File: src/rtl/pwm_pkg.sv
package pwm_pkg;
  localparam int PRE_W  = 6;
  localparam int CNT_W  = 10;
  localparam int ADDR_W = 5;
  localparam int DATA_W = 32;

  localparam logic [1:0] REG_CTRL = 2'd0;
  localparam logic [1:0] REG_DUTY = 2'd1;
  localparam logic [1:0] REG_PER  = 2'd2;

  localparam int SD_BIT = 6;
  localparam int FD_BIT = 10;

  typedef struct packed {
    logic [PRE_W-1:0] pre;
    logic [CNT_W-1:0] pv;
    logic [CNT_W-1:0] dc;
    logic             fd;
  } pwm_cfg_t;
endpackage

File: src/rtl/pwm_regfile.sv
module pwm_regfile
  import pwm_pkg::*;
#(
  parameter int NCH = 2
) (
  input  logic              clk_i,
  input  logic              rst_ni,
  input  logic              we_i,
  input  logic [ADDR_W-1:0] addr_i,
  input  logic [DATA_W-1:0] wdata_i,
  output logic [DATA_W-1:0] rdata_o,
  output pwm_cfg_t          cfg_o [NCH],
  output logic [NCH-1:0]    sd_o
);
  logic       ch_sel;
  logic [1:0] reg_sel;
  logic [DATA_W-1:0] rd_w [NCH];
  logic unused_bits;

  assign ch_sel  = addr_i[4];
  assign reg_sel = addr_i[3:2];
  assign unused_bits = ^{addr_i[1:0], wdata_i[DATA_W-1:FD_BIT+1]};

  for (genvar c = 0; c < NCH; c++) begin : g_ch
    pwm_cfg_t cfg_q;
    logic     sd_q;
    logic     sel;

    assign sel = we_i && (ch_sel == c[0]);

    always_ff @(posedge clk_i or negedge rst_ni) begin
      if (!rst_ni) begin
        cfg_q <= '0;
        sd_q  <= 1'b0;
      end else if (sel) begin
        case (reg_sel)
          REG_CTRL: begin
            cfg_q.pre <= wdata_i[PRE_W-1:0];
            sd_q      <= wdata_i[SD_BIT];
          end
          REG_DUTY: begin
            cfg_q.dc <= wdata_i[CNT_W-1:0];
            cfg_q.fd <= wdata_i[FD_BIT];
          end
          REG_PER: cfg_q.pv <= wdata_i[CNT_W-1:0];
          default: ;
        endcase
      end
    end

    always_comb begin
      rd_w[c] = '0;
      case (reg_sel)
        REG_CTRL: begin
          rd_w[c][PRE_W-1:0] = cfg_q.pre;
          rd_w[c][SD_BIT]    = sd_q;
        end
        REG_DUTY: begin
          rd_w[c][CNT_W-1:0] = cfg_q.dc;
          rd_w[c][FD_BIT]    = cfg_q.fd;
        end
        REG_PER: rd_w[c][CNT_W-1:0] = cfg_q.pv;
        default: ;
      endcase
    end

    assign cfg_o[c] = cfg_q;
    assign sd_o[c]  = sd_q;
  end

  always_comb begin
    rdata_o = '0;
    for (int c = 0; c < NCH; c++) begin
      if (ch_sel == c[0]) rdata_o = rd_w[c];
    end
  end
endmodule

File: src/rtl/pwm_chan.sv
module pwm_chan
  import pwm_pkg::*;
(
  input  logic     clk_i,
  input  logic     rst_ni,
  input  logic     en_i,
  input  logic     sd_i,
  input  pwm_cfg_t cfg_i,
  output logic     pwm_o,
  output logic     run_o,
  output logic     pend_o,
  output pwm_cfg_t act_o
);
  logic             run_q;
  logic [PRE_W-1:0] pre_q;
  logic [CNT_W-1:0] per_q;
  pwm_cfg_t         act_q;
  logic             tick, pend;

  assign tick = run_q && (pre_q == act_q.pre);
  assign pend = tick && (per_q == act_q.pv);

  always_ff @(posedge clk_i or negedge rst_ni) begin
    if (!rst_ni) begin
      run_q <= 1'b0;
      pre_q <= '0;
      per_q <= '0;
      act_q <= '0;
    end else if (!run_q) begin
      if (en_i) begin
        run_q <= 1'b1;
        act_q <= cfg_i;
        pre_q <= '0;
        per_q <= '0;
      end
    end else if (!en_i && sd_i) begin
      // abrupt stop: drop at this edge
      run_q <= 1'b0;
      pre_q <= '0;
      per_q <= '0;
    end else begin
      pre_q <= tick ? '0 : pre_q + 1'b1;
      if (pend) begin
        per_q <= '0;
        act_q <= cfg_i;
        if (!en_i) run_q <= 1'b0;
      end else if (tick) begin
        per_q <= per_q + 1'b1;
      end
    end
  end

  // dc above pv+1 saturates naturally since per_q never exceeds pv
  assign pwm_o  = run_q && (act_q.fd || (per_q < act_q.dc));
  assign run_o  = run_q;
  assign pend_o = pend;
  assign act_o  = act_q;
endmodule

File: src/rtl/pwm_ctrl.sv
module pwm_ctrl
  import pwm_pkg::*;
#(
  parameter int NCH = 2
) (
  input  logic              clk_i,
  input  logic              rst_ni,
  input  logic              we_i,
  input  logic [ADDR_W-1:0] addr_i,
  input  logic [DATA_W-1:0] wdata_i,
  output logic [DATA_W-1:0] rdata_o,
  input  logic [NCH-1:0]    en_i,
  output logic [NCH-1:0]    pwm_o
);
  pwm_cfg_t       cfg_w [NCH];
  pwm_cfg_t       act_w [NCH];
  logic [NCH-1:0] sd_w, run_w, pend_w;

  pwm_regfile #(.NCH(NCH)) u_regs (
    .clk_i, .rst_ni, .we_i, .addr_i, .wdata_i, .rdata_o,
    .cfg_o(cfg_w), .sd_o(sd_w)
  );

  for (genvar c = 0; c < NCH; c++) begin : g_chan
    pwm_chan u_chan (
      .clk_i, .rst_ni,
      .en_i  (en_i[c]),
      .sd_i  (sd_w[c]),
      .cfg_i (cfg_w[c]),
      .pwm_o (pwm_o[c]),
      .run_o (run_w[c]),
      .pend_o(pend_w[c]),
      .act_o (act_w[c])
    );
  end
endmodule

File: config.mk
export PLATFORM = sky130hd
export DESIGN_NAME = pwm_ctrl
export DESIGN_NICKNAME = d
export VERILOG_FILES = /design/src/rtl/pwm_pkg.sv /design/src/rtl/pwm_regfile.sv /design/src/rtl/pwm_chan.sv /design/src/rtl/pwm_ctrl.sv
export SDC_FILE = /design/constraint.sdc
export NUM_CORES = 1
export LEC_CHECK = 0
export ABC_CLOCK_PERIOD_IN_PS = 2500
export BUFFER_PORTS_ARGS = -buffer_cell sky130_fd_sc_hd__buf_2
export CORE_ASPECT_RATIO = 1.4
export CORE_MARGIN = 3
export CORE_UTILIZATION = 60
export DETAILED_ROUTE_END_ITERATION = 10
export GPL_TIMING_DRIVEN = 0
export PLACE_DENSITY_LB_ADDON = 0.2
export SLEW_MARGIN = 20
export SYNTH_ARGS = -nofsm -noshare
export SYNTH_HDL_FRONTEND = slang
export SYNTH_HIERARCHICAL = 1
export SYNTH_SLANG_ARGS = --single-unit
File: constraint.sdc
create_clock -name clk_i -period 2.5 [get_ports clk_i]
set_input_delay 0.5 -clock clk_i [delete_from_list [all_inputs] [get_ports clk_i]]
set_output_delay 0.5 -clock clk_i [all_outputs]
set_load 0.02 [all_outputs]
# Word level (Yosys, flattened, before mapping)
# Index checks and enable logic that the tools add are counted.
# totals
word_cells	111
ff_bits	144
inputBits	42
output_inout_bits	34
# classes
bitwise	1
eq_ne	12
n_lt_le_gt_ge	2
n_addsub	4
mux	41
n_reduce_logical	27
# op_table
cell	n
2-to-1 mux 27 bit	8
2-to-1 mux 10 bit	10
2-to-1 mux 6 bit	8
one-hot mux 7 bit (3 select lines)	2
adder 10 x 1 -> 10 bit, second input constant	2
== test 10 bit	2
less-than comparator 10 bit	2
AND reduction 2 bit	8
adder 6 x 1 -> 6 bit, second input constant	2
== test 6 bit	2
one-hot mux 3 bit (2 select lines)	2
2-to-1 mux 11 bit	1
logical AND 1 bit	10
2-to-1 mux 1 bit	10
inequality test 2 bit, second input constant	4
inequality test 4 bit, second input constant	2
AND reduction 3 bit	2
nonzero test 2 bit	2
== test 2 x 1 -> 1 bit, second input constant	1
== test 2 bit, second input constant	1
zero test 1 bit	2
zero test 2 bit	1
logical OR 1 bit	2
NOT 1 bit	1

# Longest topological paths before layout
# Gate-level depths: netlist of the first run.
# logic_depth
word_depth	6
mapped_depth	7

# Hierarchy
# The synthesis of the first run kept the hierarchy.
# by_module_without_submodules
mod	cells_each	area_per_inst_um2	instances	seq_area_each_um2
pwm_chan	396	3375.7	2	1101.1
pwm_regfile	200	2761.4	1	1401.3

# Worst setup path before layout of the first run
# OpenSTA, ideal clock, no wires.
# synth_path
kind	in2out
start	in addr_i[2]
end	out rdata_o[6]
path_slack_ns	0.239
cell_stages	6
t_arrival_ns	1.761
path_cell_list	inv_1 -> ha_1 -> buf_4 -> a222oi_1 -> nor2b_1 -> a211oi_1
# synth_between
elab_chain_cells	3
word_cells_on_any_way	6
cone_classes	eq/ne (2); mux (3); reduce/logical (1)
# synth_lines
item	line_no	text
start, declared	pwm_ctrl.sv:9	input logic [ADDR_W-1:0] addr_i,
== test 2 bit, or another cell as far along	pwm_regfile.sv:53	case (reg_sel)
one-hot mux 7 bit (3 select lines)	pwm_regfile.sv:53	
2-to-1 mux 11 bit (*)	pwm_regfile.sv:74	if (ch_sel == c[0]) rdata_o = rd_w[c];
end, declared	pwm_ctrl.sv:11	output logic [DATA_W-1:0] rdata_o,
# Every way passes the cells marked *; elsewhere a longest branch is shown, timed or not.

# Final worst setup path of the first run
# layout_path
start	reg g_chan[1].u_chan.per_q[7]
end	out pwm_o[1]
# layout_between
elab_chain_cells	3
# layout_lines
item	line_no	text
start, declared	pwm_chan.sv:16	logic [CNT_W-1:0] per_q;
start signal, assigned	pwm_chan.sv:48	per_q <= per_q + 1'b1;
less-than comparator 10 bit	pwm_chan.sv:54	assign pwm_o = run_q && (act_q.fd || (per_q < act_q.dc));
logical OR 1 bit	pwm_chan.sv:54	
logical AND 1 bit	pwm_chan.sv:54	
end, declared	pwm_ctrl.sv:13	output logic [NCH-1:0] pwm_o
# No other way between the ends.

==> impl_metrics.py, run 1 <==
metrics = {
    "clock_network": {
        "clkTransAtPathRegs_ns": 0.06,
        "htreeDepth": 4,
        "cts_made_buffers": 17,
        "clock-sinks": 144,
        "clk_latency_ns": 0.43,
        "cts_root_buf": "clkbuf_16",
        "cts_hold_buf": 0,
        "cts_tree": "yes",
        "cts_max_path_buffers": 2,
    },
    "setup_path": {
        "crit_start": "g_chan[1].u_chan/per_q[7]",
        "crit-reg2reg-capture": "g_chan[0].u_chan/act_o[20]",
        "r2r-start": "g_chan[0].u_chan/run_o",
        "timing.critical_path.mode_cell": "a21o_1",
        "arrival_ns": 2.01,
        "required_ns": 2.00,
        "crit_fanout": 2,
        "endpoint": "pwm_o[1]",
        "slowest_stage": "dfrtp_1",
        "r2r_cells": 7,
        "crit_type": "reg2out",
        "slowest_delay_ns": 0.39,
        "crit_path_end_kind": "output port",
        "critPathLaunchType": "flop",
        "worstPathCellList": "ha_1, a21o_1, a21o_1, a21oi_2, o21ai_1, a31oi_2, buf_4",
        "regToRegSetupSlack_ns": 0.27,
    },
    "power_and_ir_drop": {
        "vdd_drop_max_mv": 0.528,
        "power_frac_seq_pct": 41.5,
        "p_leak_nw": 4.61,
        "swShare_pct": 35.3,
        "clkPwrFrac_pct": 32.3,
        "power_switching_w": 0.00270,
        "power.total_w": 0.00763,
        "combPwrFrac_pct": 26.2,
        "p_per_area_mw_per_mm2": 713,
        "p_int_w": 0.00494,
    },
    "synthesis": {
        "syn_avg_cell_area_um2": 9.60,
        "syn_area_mm2": 0.00951,
        "synth_warnings": 6,
        "synth_cells": 990,
    },
    "sta": {
        "slew_headroom_pct": 57.1,
        "fin_crit_ns": 2.51,
        "drv_slew": 0,
        "rsz0062_at_grt": "yes",
        "fin_crit_sh_pct": 100,
        "clock_skew_ns": 0.0114,
        "layout_setup_ws_ns": -0.00579,
        "finalSetupViolations": 1,
        "holdWs_ns": -0.00940,
        "final_hold_viol_count": 10,
        "max_freq_ghz": 0.399,
        "tightest_slew_ns": 0.636,
    },
    "global_routing": {
        "grt_pass1_wl_um": 44500,
        "grt_overflow": 0,
        "globalRouteTotalUtil_pct": 31.8,
        "grt_start_max_net_pins": 90,
        "grt_pass1_vias": 8420,
        "antenna_found_initial": 0,
    },
    "final_layout": {
        "nFillCells": 1182,
        "diodes": 0,
        "drive_above_1_share_pct": 20.3,
        "stdcell_count": 1268,
        "syn_to_final_growth_pct": 12.6,
        "final_net_count": 1132,
    },
    "routing": {
        "detail-route-antenna-nets": 0,
        "wl_um": 27300,
        "drt-pass1-iter-count": 5,
        "drc": 0,
        "num_vias": 8466,
        "drtIter0Drc": 717,
        "wire_per_inst_um": 21.5,
        "viasPerCell": 6.68,
    },
    "floorplanning": {
        "chipWidth_um": 112,
        "ios": 76,
        "die-area_mm2": 0.0174,
        "start_util_pct": 62.3,
        "die_h_um": 155,
        "coreArea_mm2": 0.0153,
        "row_count": 53,
    },
    "placed_design": {
        "portBuffers": 30,
        "dp.cells": 1233,
        "place.gp.congestion": 0.919,
        "place_hpwl_um": 19500,
    },
    "flow_run": {
        "drv_cap": 0,
    },
    "outcome": {
        "violations": "negative hold slack, negative setup slack",
        "outcome": "finished, violations left",
    },
    "min_path": {
        "min_path_type": "in2async",
    },
}
per-stage QoR:
step                      setup WS (ns)  cell area (um2)  hold slack, ns  utilization (%)  setup TNS, ns
after floorplan                   0.239             9580           0.204                -              0
after global placement            -1.23             9970           0.532             65.4        -175.11
after detailed placement        -0.0934            10000           0.455             65.6         -0.163
after CTS                       -0.0943            10600         0.00161             69.6        -0.0985
after global routing             -0.153            10700          0.0235             70.1         -0.217
final                          -0.00579            10700        -0.00940             70.1       -0.00579
worst min path at each step:
stage / slack [ns] / cells after the start / startpoint / end
floorplan: 0.20 / 0 / rst_ni / g_chan[0].u_chan/act_o[0]
global placement: 0.53 / 2 / g_chan[0].u_chan/act_o[6] / g_chan[0].u_chan/act_o[6]
detailed placement: 0.45 / 1 / rst_ni / g_chan[0].u_chan/per_q[9]
CTS: 0.002 / 1 / rst_ni / g_chan[0].u_chan/per_q[9]
global route: 0.02 / 1 / rst_ni / g_chan[0].u_chan/pre_q[5]
finish: -0.009 / 1 / rst_ni / g_chan[0].u_chan/per_q[9]
area by class of cell:
class | instances | area, um2 | share of cell area, %
clock inverter | 15 | 143 | 1.33
buffer | 113 | 623 | 5.82
inverter | 21 | 78.8 | 0.737
clock buffer | 17 | 425 | 3.98
tap | 192 | 240 | 2.25
sequential | 144 | 3610 | 33.7
timing repair buffer | 36 | 235 | 2.20
multi-input combinational | 730 | 5340 | 49.9
state kept, by name, summed over array words and instances, names as in the netlist:
name	count
g_chan.u_chan/act_o	54
g_chan.u_chan/pre_q	12
u_regs/g_ch.sd_q	2
g_chan.u_chan/run_o	2
g_chan.u_chan/per_q	20
u_regs/cfg_o	54
timing repair:
action | 4_1_cts | 5_1_grt
pin swaps | 9 | 8
setup buffers | 2 | 3
resized for setup | 12 | 22
setup endpoints to repair | 6 | 8
metal layers:
layer / wire length, um / track usage (%) / up-vias / part of all wire, %
met5: 0 / 0 / - / 0
met4: 1720 / 18.8 / 0 / 6.3
met3: 1520 / 4.98 / 108 / 5.6
met2: 13800 / 53.8 / 363 / 50
met1: 10300 / 38.3 / 4128 / 38
li1: - / - / 3867 / -
critical path, delay by kind of cell (launching register included):
family	cells	cell delay (ns)
buffers and inverters	1	0.17
flip-flops	1	0.39
adder cells (fa/ha/maj)	1	0.31
AO/OA/AOI/OAI	5	0.71
placed cells by master, fill, tap and decap left out, drive strengths merged, types with 18 or more instances in the layout:
master	instances
nand2	87
ha	27
a221oi	57
nand3	51
conb	21
inv	30
xor2	20
nor3b	56
buf	90
clkbuf	76
and2	56
o21ai	70
o311ai	54
mux2	56
dfrtp	144
nand4	18
power groups by stage:
stage	Combinational (W)	Clock, W	Sequential, W
floorplan	0.00152	0	0.00297
global placement	0.00187	0	0.00318
detailed placement	0.00193	0	0.00320
CTS	0.00196	0.00250	0.00315
global route	0.00221	0.00260	0.00321
finish	0.00200	0.00246	0.00316
Power figures use the tool's default switching activity.
==> run 2: changes to the inputs <==
--- a/config.mk
+++ b/config.mk
@@ -10,6 +10,7 @@
 export CORE_ASPECT_RATIO = 1.4
 export CORE_MARGIN = 3
 export CORE_UTILIZATION = 60
+export CTS_BUF_LIST = sky130_fd_sc_hd__clkbuf_2
 export DETAILED_ROUTE_END_ITERATION = 10
 export GPL_TIMING_DRIVEN = 0
 export PLACE_DENSITY_LB_ADDON = 0.2
==> impl_metrics.py, run 2 (synthesis results as in run 1) <==
metrics = {
    "outcome": {
        "outcome": "finished, violations left",
        "violations": "negative setup slack",
    },
    "routing": {
        "drt-pass1-iter-count": 6,
        "drtIter0Drc": 891,
        "drc": 0,
        "num_vias": 8865,
        "detail-route-antenna-nets": 0,
        "viasPerCell": 6.75,
        "wire_per_inst_um": 21.5,
        "wl_um": 28300,
    },
    "global_routing": {
        "use_met2_pct": 55.3,
        "met3_usage_pct": 5.88,
        "globalRouteTotalUtil_pct": 32.4,
        "grt_most_used_layer": "met2",
        "grt_pass1_vias": 8573,
        "grt_start_max_net_pins": 90,
        "grt_pass1_wl_um": 45100,
        "use_met1_pct": 38.4,
        "grt_overflow": 0,
        "antenna_found_initial": 1,
    },
    "floorplanning": {
        "ios": 76,
        "row_count": 53,
        "die-area_mm2": 0.0174,
        "coreArea_mm2": 0.0153,
        "die_h_um": 155,
        "chipWidth_um": 112,
        "start_util_pct": 62.3,
    },
    "power_and_ir_drop": {
        "clkPwrFrac_pct": 19.9,
        "vdd_drop_max_mv": 0.499,
        "p_per_area_mw_per_mm2": 628,
        "power_switching_w": 0.00266,
        "p_leak_nw": 4.70,
        "power_frac_seq_pct": 45.9,
        "p_int_w": 0.00409,
        "combPwrFrac_pct": 34.2,
        "swShare_pct": 39.4,
    },
    "clock_network": {
        "clk_latency_ns": 0.80,
        "clkTransAtPathRegs_ns": 0.26,
        "cts_max_path_buffers": 2,
        "cts_tree": "yes",
        "clock-sinks": 144,
        "cts_made_buffers": 17,
        "htreeDepth": 4,
        "cts_root_buf": "clkbuf_2",
    },
    "sta": {
        "rsz0062_at_grt": "yes",
        "drv_slew": 0,
        "holdWs_ns": 0.0732,
        "fin_crit_ns": 2.96,
        "finalSetupViolations": 9,
        "clock_skew_ns": 0.0555,
        "layout_setup_ws_ns": -0.458,
        "tightest_slew_ns": 0.644,
        "max_freq_ghz": 0.338,
        "slew_headroom_pct": 56.6,
        "final_hold_viol_count": 0,
        "fin_crit_sh_pct": 118,
    },
    "placed_design": {
        "place_ws_ns": -0.0934,
        "portBuffers": 30,
        "place.gp.congestion": 0.919,
        "place_hpwl_um": 19500,
    },
    "final_layout": {
        "layout_common_cells": "135 x dfrtp_1, 84 x nand2_1, 70 x buf_4",
        "syn_to_final_growth_pct": 13.0,
        "final_net_count": 1177,
        "layout_commonest_cell": "dfrtp_1",
        "drive_above_1_share_pct": 23.1,
    },
    "setup_path": {
        "arrival_ns": 2.46,
        "cp.depth": 6,
        "slowest_stage": "dfrtp_1",
        "crit_path_end_kind": "output port",
        "r2r_cells": 7,
        "required_ns": 2.00,
        "slowest_delay_ns": 0.52,
        "critPathTopFamily": "compound AO/OA/AOI/OAI gates",
        "r2r-start": "g_chan[0].u_chan/per_q[4]",
        "path_buf_inv": 1,
        "regToRegSetupSlack_ns": 0.25,
        "crit_type": "reg2out",
        "crit-reg2reg-capture": "g_chan[0].u_chan/per_q[2]",
        "worstPathCellList": "ha_1, a21o_1, a21oi_1, o21ai_0, a31oi_2, buf_4",
        "critPathLaunchType": "flop",
        "crit_fanout": 6,
    },
    "min_path": {
        "hold_end": "u_regs/cfg_o[22]",
        "min_path_type": "in2reg",
        "whs_path_depth": 2,
        "min_from": "wdata_i[1]",
    },
    "flow_run": {
        "drv_cap": 0,
    },
}
run 2: cell types whose count changed in the layout (fill, tap and decap cells not counted), sizes merged:
cell         delta
buf            +35
dlygate4sd3    +10
diode           +1
run 2: worst max-delay path by stage:
stage / startpoint / endpoint / slack, ns
floorplan: addr_i[2] / rdata_o[6] / 0.24
global placement: rst_ni / u_regs/cfg_o[16] / -1.23
detailed placement: addr_i[2] / rdata_o[2] / -0.09
CTS: g_chan[1].u_chan/per_q[7] / pwm_o[1] / -0.53
global route: g_chan[1].u_chan/per_q[7] / pwm_o[1] / -0.65
finish: g_chan[1].u_chan/per_q[1] / pwm_o[1] / -0.46
run 2: per-layer routing:
layer  up-vias  share of wire [%]  wire length [um]
li1       3959                  -                 -
met4         0                5.6              1590
met5         -                  0                 0
met3       112                6.3              1780
met1      4316                 37             10500
met2       478                 51             14400
run 2: cell type report:
type,count,area [um2]
Antenna cell,1,2.50
Buffer,113,612
Clock buffer,17,85.1
Clock inverter,15,143
Fill cell,1190,4510
Inverter,21,78.8
Multi-Input combinational cell,730,5360
Sequential cell,144,3610
Tap cell,192,240
Timing Repair Buffer,81,601
run 2: repair_timing:
action,4_1_cts,5_1_grt
gates resized for setup,24,12
gates cloned,0,0
setup endpoints to repair,9,12
hold endpoints to repair,75,9
hold buffers,7,3
pin swaps,21,5
setup buffers,31,9
run 2: worst reg2reg max path: stages, from the launching register on:
cell      delay [ns]
dfrtp_1         0.45
buf_2           0.18
xor2_1          0.19
nor4_2          0.30
nand4_2         0.35
clkbuf_1        0.36
nand4b_1        0.17
nand3_1         0.13
run 2: power groups by stage:
stage / clock network (W) / registers (W) / logic, W
final: 0.00134 / 0.00309 / 0.00231
after global routing: 0.00148 / 0.00313 / 0.00251
after CTS: 0.00137 / 0.00308 / 0.00220
after detailed placement: 0 / 0.00320 / 0.00193
after global placement: 0 / 0.00318 / 0.00187
after floorplan: 0 / 0.00297 / 0.00152
run 2: per-stage QoR:
stage / utilization [%] / setup TNS (ns) / total power [W] / std cells / area [um2]
finish: 70.4 / -1.27 / 0.00675 / 1314 / 10700
global route: 70.4 / -2.36 / 0.00712 / 1314 / 10700
floorplan: - / 0 / 0.00449 / 1010 / 9580
detailed placement: 65.6 / -0.163 / 0.00513 / 1233 / 10000
global placement: 65.4 / -175.11 / 0.00505 / 1232 / 9970
CTS: 69.4 / -1.20 / 0.00664 / 1301 / 10600
==> run 3: changes to the inputs <==
--- a/config.mk
+++ b/config.mk
@@ -5,7 +5,8 @@
 export SDC_FILE = /design/constraint.sdc
 export NUM_CORES = 1
 export LEC_CHECK = 0
-export ABC_CLOCK_PERIOD_IN_PS = 2500
+export ABC_AREA = 0
+export ABC_CLOCK_PERIOD_IN_PS = 3070
 export BUFFER_PORTS_ARGS = -buffer_cell sky130_fd_sc_hd__buf_2
 export CORE_ASPECT_RATIO = 1.4
 export CORE_MARGIN = 3
@@ -14,6 +15,7 @@
 export DETAILED_ROUTE_END_ITERATION = 10
 export GPL_TIMING_DRIVEN = 0
 export PLACE_DENSITY_LB_ADDON = 0.2
+export RECOVER_POWER = 50
 export SLEW_MARGIN = 20
 export SYNTH_ARGS = -nofsm -noshare
 export SYNTH_HDL_FRONTEND = slang
==> constraint.sdc (replaced) <==
create_clock -name clk_i -period 3.07 [get_ports clk_i]
set_input_delay 0.614 -clock clk_i [delete_from_list [all_inputs] [get_ports clk_i]]
set_output_delay 0.614 -clock clk_i [all_outputs]
set_load 0.02 [all_outputs]
==> impl_metrics.py, run 3 (synthesis results as in run 1) <==
metrics = {
    "outcome": {
        "outcome": "finished, violations left",
        "violations": "negative setup slack",
    },
    "floorplanning": {
        "start_util_pct": 62.3,
        "ios": 76,
        "row_count": 53,
        "chipWidth_um": 112,
        "coreArea_mm2": 0.0153,
        "die-area_mm2": 0.0174,
        "die_h_um": 155,
    },
    "setup_path": {
        "slowest_delay_ns": 0.53,
        "slowest_stage": "dfrtp_1",
        "crit_path_end_kind": "output port",
        "arrival_ns": 2.49,
        "critPathTopFamily": "compound AO/OA/AOI/OAI gates",
        "required_ns": 2.46,
        "crit_type": "reg2out",
        "crit_fanout": 6,
        "critPathLaunchType": "flop",
        "worstPathCellList": "ha_1, a21o_1, a21oi_1, o21ai_0, a31oi_2, buf_4",
        "path_buf_inv": 1,
    },
    "routing": {
        "num_vias": 8507,
        "wl_um": 27100,
        "drt-pass1-iter-count": 7,
        "detail-route-antenna-nets": 0,
        "viasPerCell": 6.68,
        "drc": 0,
        "drtIter0Drc": 750,
        "wire_per_inst_um": 21.3,
    },
    "final_layout": {
        "syn_to_final_growth_pct": 7.98,
        "layout_commonest_cell": "dfrtp_1",
        "final_util_pct": 67.3,
        "nFillCells": 1274,
        "layout_common_cells": "140 x dfrtp_1, 87 x nand2_1, 68 x o21ai_0",
        "final_net_count": 1136,
        "drive_above_1_share_pct": 17.9,
        "stdcell_count": 1273,
    },
    "sta": {
        "drv_slew": 0,
        "tightest_slew_ns": 1.48,
        "final_hold_viol_count": 0,
        "max_freq_ghz": 0.322,
        "fin_crit_sh_pct": 101,
        "layout_setup_ws_ns": -0.0309,
        "clock_skew_ns": 0.0496,
        "slew_headroom_pct": 1.14,
        "rsz0062_at_grt": "yes",
        "finalSetupViolations": 1,
        "fin_crit_ns": 3.10,
        "fin_setup_tns_ns": -0.0309,
    },
    "placed_design": {
        "dp.cells": 1233,
        "place_hpwl_um": 19500,
        "portBuffers": 30,
        "place.gp.congestion": 0.919,
    },
    "clock_network": {
        "htreeDepth": 4,
        "cts_tree": "yes",
        "cts_max_path_buffers": 2,
        "clkTransAtPathRegs_ns": 0.28,
        "clock-sinks": 144,
        "clk_latency_ns": 0.79,
        "cts_made_buffers": 17,
        "cts_root_buf": "clkbuf_2",
    },
    "global_routing": {
        "grt_pass1_vias": 8252,
        "grt_overflow": 0,
        "grt_start_max_net_pins": 90,
        "antenna_found_initial": 1,
        "grt_pass1_wl_um": 43800,
        "globalRouteTotalUtil_pct": 31.4,
    },
    "power_and_ir_drop": {
        "power.total_w": 0.00526,
        "vdd_drop_max_mv": 0.366,
        "p_per_area_mw_per_mm2": 512,
        "p_leak_nw": 4.41,
    },
    "flow_run": {
        "drv_cap": 0,
    },
    "min_path": {
        "min_path_type": "in2reg",
    },
}
## run 3: cell count changes in the layout (fill, tap and decap cells not counted), sizes merged
cell,before,now
buf,125,85
clkbuf,76,84
dlygate4sd3,10,1
## run 3: area by class of cell
cell class | count | area (um2) | share of cell area [%]
clock inverter | 15 | 143 | 1.39
timing repair buffer | 40 | 230 | 2.24
buffer | 113 | 597 | 5.81
sequential | 144 | 3610 | 35.2
antenna | 1 | 2.50 | 0.0244
tap | 192 | 240 | 2.34
clock buffer | 17 | 85.1 | 0.829
multi-input combinational | 730 | 5280 | 51.4
inverter | 21 | 78.8 | 0.768
## run 3: where the power goes
| group | internal, W | switching, W |
|---|---|---|
| clock network | 0.000256 | 0.000835 |
| logic | 0.000725 | 0.000870 |
| registers | 0.00219 | 0.000380 |
| total | 0.00317 | 0.00209 |
## run 3: path summary, 6_finish.rpt
kind / start / to / slack [ns] / cells after the start
min in group asynchronous: rst_ni / g_chan[0].u_chan/per_q[4] / 0.69 / 2
worst min-delay path: wdata_i[10] / u_regs/cfg_o[27] / 0.06 / 2
max in group asynchronous: rst_ni / g_chan[1].u_chan/per_q[5] / 0.30 / 3
worst min register to register: g_chan[1].u_chan/pre_q[0] / g_chan[1].u_chan/pre_q[0] / 0.58 / 1
worst max-delay path: g_chan[1].u_chan/per_q[1] / pwm_o[1] / -0.03 / 6
worst max register to register: g_chan[0].u_chan/run_o / g_chan[0].u_chan/act_o[25] / 0.83 / 7
## run 3: repair_timing
item,CTS,global route
setup endpoints to repair,2,2
pin swaps,6,4
setup buffers,2,6
gates resized for setup,8,8
hold endpoints to repair,55,0
hold buffers,1,0
## run 3: through the flow
stage	hold slack (ns)	worst slack (ns)	instance area (um2)
after CTS	0.00870	-0.0720	10300
after floorplan	0.318	0.581	9580
after global routing	0.00287	-0.168	10300
final	0.0558	-0.0309	10300
after detailed placement	0.546	0.249	10000
after global placement	0.532	-0.775	9970
## run 3: layer usage
layer  up-vias  GRT usage, %  wire length (um)
met3        88          4.01              1260
met2       348          53.8             13900
met1      4182          38.3             10500
met5         -             0                 0
met4         0          17.6              1440
li1       3889             -                 -
